## src/rtl/seq_ring_pkg.sv

```systemverilog
package seq_ring_pkg;
  localparam int STATE_W  = 3;
  localparam int VAL_W    = 2;
  localparam int RING_LEN = 5;

  typedef logic [STATE_W-1:0] state_t;
  typedef logic [VAL_W-1:0]   val_t;

  // value shown at each ring position; anything outside the ring shows 0
  function automatic val_t ring_value(int unsigned pos);
    case (pos)
      0:       ring_value = val_t'(3);
      1:       ring_value = val_t'(2);
      2:       ring_value = val_t'(3);
      3:       ring_value = val_t'(1);
      4:       ring_value = val_t'(2);
      default: ring_value = val_t'(0);
    endcase
  endfunction
endpackage

```

## src/rtl/seq_next_logic.sv

```systemverilog
module seq_next_logic #(
  parameter int STATE_W  = seq_ring_pkg::STATE_W,
  parameter int RING_LEN = seq_ring_pkg::RING_LEN
) (
  input  logic [STATE_W-1:0] ps_i,
  input  logic               load_en_i,
  input  logic [STATE_W-1:0] load_state_i,
  output logic [STATE_W-1:0] ns_o
);
  localparam logic [STATE_W-1:0] LAST_POS = STATE_W'(RING_LEN - 1);

  // codes at or past LAST_POS fall back to the start position
  always_comb begin
    if (load_en_i)            ns_o = load_state_i;
    else if (ps_i < LAST_POS) ns_o = ps_i + STATE_W'(1);
    else                      ns_o = '0;
  end
endmodule

```

## src/rtl/seq_state_reg.sv

```systemverilog
module seq_state_reg #(
  parameter int STATE_W = seq_ring_pkg::STATE_W
) (
  input  logic               clk_i,
  input  logic               rst_ni,
  input  logic [STATE_W-1:0] d_i,
  output logic [STATE_W-1:0] q_o
);
  always_ff @(posedge clk_i or negedge rst_ni) begin
    if (!rst_ni) q_o <= '0;
    else         q_o <= d_i;
  end
endmodule

```

## src/rtl/seq_out_decode.sv

```systemverilog
module seq_out_decode #(
  parameter int STATE_W  = seq_ring_pkg::STATE_W,
  parameter int VAL_W    = seq_ring_pkg::VAL_W,
  parameter int RING_LEN = seq_ring_pkg::RING_LEN
) (
  input  logic [STATE_W-1:0] ps_i,
  output logic [VAL_W-1:0]   val_o
);
  logic [RING_LEN-1:0] hit;
  logic [VAL_W-1:0]    term [RING_LEN];

  for (genvar k = 0; k < RING_LEN; k++) begin : g_pos
    assign hit[k]  = (ps_i == STATE_W'(k));
    assign term[k] = hit[k] ? VAL_W'(seq_ring_pkg::ring_value(k)) : '0;
  end

  // one-hot OR: codes outside the ring match nothing and give 0
  always_comb begin
    val_o = '0;
    for (int k = 0; k < RING_LEN; k++) val_o = val_o | term[k];
  end
endmodule

```

## src/rtl/seq_ring_counter.sv

```systemverilog
module seq_ring_counter #(
  parameter int STATE_W  = seq_ring_pkg::STATE_W,
  parameter int VAL_W    = seq_ring_pkg::VAL_W,
  parameter int RING_LEN = seq_ring_pkg::RING_LEN
) (
  input  logic               clk_i,
  input  logic               rst_ni,
  input  logic               load_en_i,
  input  logic [STATE_W-1:0] load_state_i,
  output logic [VAL_W-1:0]   value_o,
  output logic [STATE_W-1:0] state_o
);
  logic [STATE_W-1:0] ps, ns;

  seq_next_logic #(.STATE_W(STATE_W), .RING_LEN(RING_LEN)) u_next (
    .ps_i(ps), .load_en_i(load_en_i), .load_state_i(load_state_i), .ns_o(ns)
  );

  seq_state_reg #(.STATE_W(STATE_W)) u_reg (
    .clk_i(clk_i), .rst_ni(rst_ni), .d_i(ns), .q_o(ps)
  );

  seq_out_decode #(.STATE_W(STATE_W), .VAL_W(VAL_W), .RING_LEN(RING_LEN)) u_dec (
    .ps_i(ps), .val_o(value_o)
  );

  assign state_o = ps;
endmodule

```

## config.mk

```make
export PLATFORM = sky130hd
export DESIGN_NAME = seq_ring_counter
export DESIGN_NICKNAME = d
export VERILOG_FILES = /design/src/rtl/seq_ring_pkg.sv /design/src/rtl/seq_next_logic.sv /design/src/rtl/seq_state_reg.sv /design/src/rtl/seq_out_decode.sv /design/src/rtl/seq_ring_counter.sv
export SDC_FILE = /design/constraint.sdc
export NUM_CORES = 1
export LEC_CHECK = 0
export ABC_CLOCK_PERIOD_IN_PS = 1100
export BUFFER_PORTS_ARGS = -buffer_cell sky130_fd_sc_hd__clkbuf_2
export CORE_AREA = 2 2 39 41
export DETAILED_ROUTE_END_ITERATION = 10
export DIE_AREA = 0 0 41 43
export PLACE_DENSITY = 0.43
export SYNTH_ARGS = -nofsm -noshare
export SYNTH_HDL_FRONTEND = slang
export SYNTH_SLANG_ARGS = --single-unit
```

## constraint.sdc

```tcl
create_clock -name clk_i -period 1.1 [get_ports clk_i]
set_input_delay 0.165 -clock clk_i [delete_from_list [all_inputs] [get_ports clk_i]]
set_output_delay 0.165 -clock clk_i [all_outputs]
set_load 0.02 [all_outputs]
```

==> results.cfg <==
[synth]
synthesis.area_um2 = 194
synth_seq_cells = 3
ys_seq_area_share_pct = 38.7
synth.largest_area_cell = dfrtp_1
yosys.cell_types.count = 10
yosys_warnings = 0
synthTopCellsByArea = dfrtp_1 (39%), ha_1 (26%), o31ai_1 (7.7%)
syn_nets = 30
postSynthCellCount = 20
avgSynthCellArea_um2 = 9.70
synth_top_area_share_pct = 38.7

[placement]
place_congestion = 0.630
place_inst = 48
placed_area_um2 = 312
dpl_worst_slack_ns = -0.0889
portBuffers = 10

[timing]
hold_violations = 0
rsz0062_at_grt = yes
fmax_mhz = 737
slew_headroom_pct = 85.7
final_min_period_over_clock_period_pct = 123
setup_ws_ns = -0.257
setup_violations = 4
worstMarginPinSlew_ns = 0.212
clock-skew-final_ns = 0.000310
min_period_ns = 1.36
slew_viol_final = 0

[grt]
grt_pass1_wl_um = 917
grt_use_total_pct = 8.74
grtUsageMet3_pct = 3.14
antenna_found_initial = 0
overflow = 0
grt_start_max_net_pins = 7
grt_util_met2_pct = 12.5
top_usage_layer = met2
grt.met1_usage_pct = 8.39
grt_pass1_vias = 224

[floorplan]
rows = 14
initial_core_util_pct = 14.0
die_h_um = 43
core-area_mm2 = 0.00138
ios = 11
fp.dieW_um = 41
die-area_mm2 = 0.00176

[cells_and_area]
insertedDiodeCount = 0
fin_area_um2 = 433
regMostFlops = u_reg.q_o
layoutNonFillerInstCount = 55
multiInputGateArea_um2 = 168
final_nets = 50
fill_cells = 146
drive_gt1_share_pct = 76.9
reg_top3 = u_reg.q_o (3)
final_common_cell = clkbuf_2
regArea_um2 = 78.8
largest_register_ffs = 3
layout_common_cells = clkbuf_2 (6), clkbuf_4 (4)
area_delta_synth_final_pct = 123

[power_and_ir_drop]
ir_drop_mv = 0.531
p_leak_nw = 0.193
p_per_area_mw_per_mm2 = 1340

[routing]
wl_per_cell_um = 9.40
vias_per_cell = 3.87
ant_nets = 0
first_iter_violations = 1
dr.pass1.iters = 2
drt-total-wl_um = 517
drc = 0
dr_total_vias = 213

[clocking]
numCtsBuffers = 3
htree_levels = 1
tritoncts = yes
cts_sinks = 3
cts.clk_slew.worst_paths_ns = 0.04
cts-root-buf = clkbuf_4
clkLatencyLatePin_ns = 0.23
clockBufferDepth = 2

[critical_path]
critical_path.reg2reg.startpoint = u_reg.q_o[0]
crit_arrival_ns = 1.19
rrSetupSlack_ns = 0.10
reg2reg_to = u_reg.q_o[1]
worstSetupStartpointType = flip-flop
critical_path_peak_fanout = 5
critical_path_required_ns = 0.94
ff2ff_path_depth = 4
crit_type = flip-flop to primary output
end_kind = primary output

[worst_hold_path]
hold_depth = 3
hold_path_class = primary input to flip-flop
min_delay_worst_endpoint = u_reg.q_o[1]
hold_start = load_state_i[1]

[outcome]
status = finished with violations
violations = negative setup slack

[job]
cap_viol_max_count = 0
[metrics by stage]
stage / total power [mW] / utilization (%) / TNS (ns) / hold WS (ns)
final: 0.580 / 31.3 / -0.702 / 0.141
after global routing: 0.633 / 31.3 / -0.908 / 0.144
after CTS: 0.579 / 30.5 / -0.764 / 0.134
after detailed placement: 0.304 / 22.5 / -0.0889 / -0.0372
after global placement: 0.294 / 22.5 / -0.0439 / -0.0391
after floorplan: 0.240 / - / 0 / -0.131
[layer usage]
metal  vias up  share of wire (%)
met5         -                  0
li1        103                  -
met3         2                7.9
met4         0                2.7
met1        95                 38
met2        13                 51
[critical path, cell delays in order, from the launching register on]
cell      delay [ns]
dfrtp_2         0.45
ha_1            0.22
inv_2           0.07
a21oi_2         0.05
clkbuf_4        0.16
[timing repair]
item | in CTS | in global routing
endpoints found under the hold margin | 3 | 0
hold buffers | 1 | 0
setup endpoints to repair | 5 | 4
buffers inserted | 1 | 1
gates resized for setup | 15 | 2
pin swaps | 3 | 0
[synth_stat cells]
cell type and instances:
o31ai_1 2, o21bai_1 1, nand2b_1 1, ha_1 4
nor2_1 1, a21oi_1 1, o21ai_2 1, nand2_1 3
inv_1 3, dfrtp_1 3
[kinds of logic after synthesis]
kind of cell	share of synthesized area [%]
and+or+nand+nor	11.0
AOI/OAI and AO/OA	18.7
DFF	38.7
buffers and inverters	5.81
adders and majority gates	25.8
[worst max path at each step]
stage,from,end,slack [ns],cells past startpoint
floorplan,u_reg.q_o[1],value_o[1],0.008,4
global placement,u_reg.q_o[1],value_o[1],-0.04,5
detailed placement,u_reg.q_o[1],value_o[1],-0.09,5
CTS,u_reg.q_o[0],value_o[1],-0.28,5
global route,u_reg.q_o[1],value_o[1],-0.32,5
finish,u_reg.q_o[0],value_o[0],-0.26,4
[power breakdown]
part | switching (mW) | internal, mW
Combinational | 0.102 | 0.129
Sequential | 0.0267 | 0.125
Clock | 0.0606 | 0.136
[layout make-up]
type | count | area share [%]
inverter | 3 | 3.76
timing repair buffer | 15 | 28.6
sequential | 3 | 18.2
clock buffer | 4 | 6.07
tap | 16 | 4.62
multi-input combinational | 14 | 38.7
(Power assumes the default switching activity.)
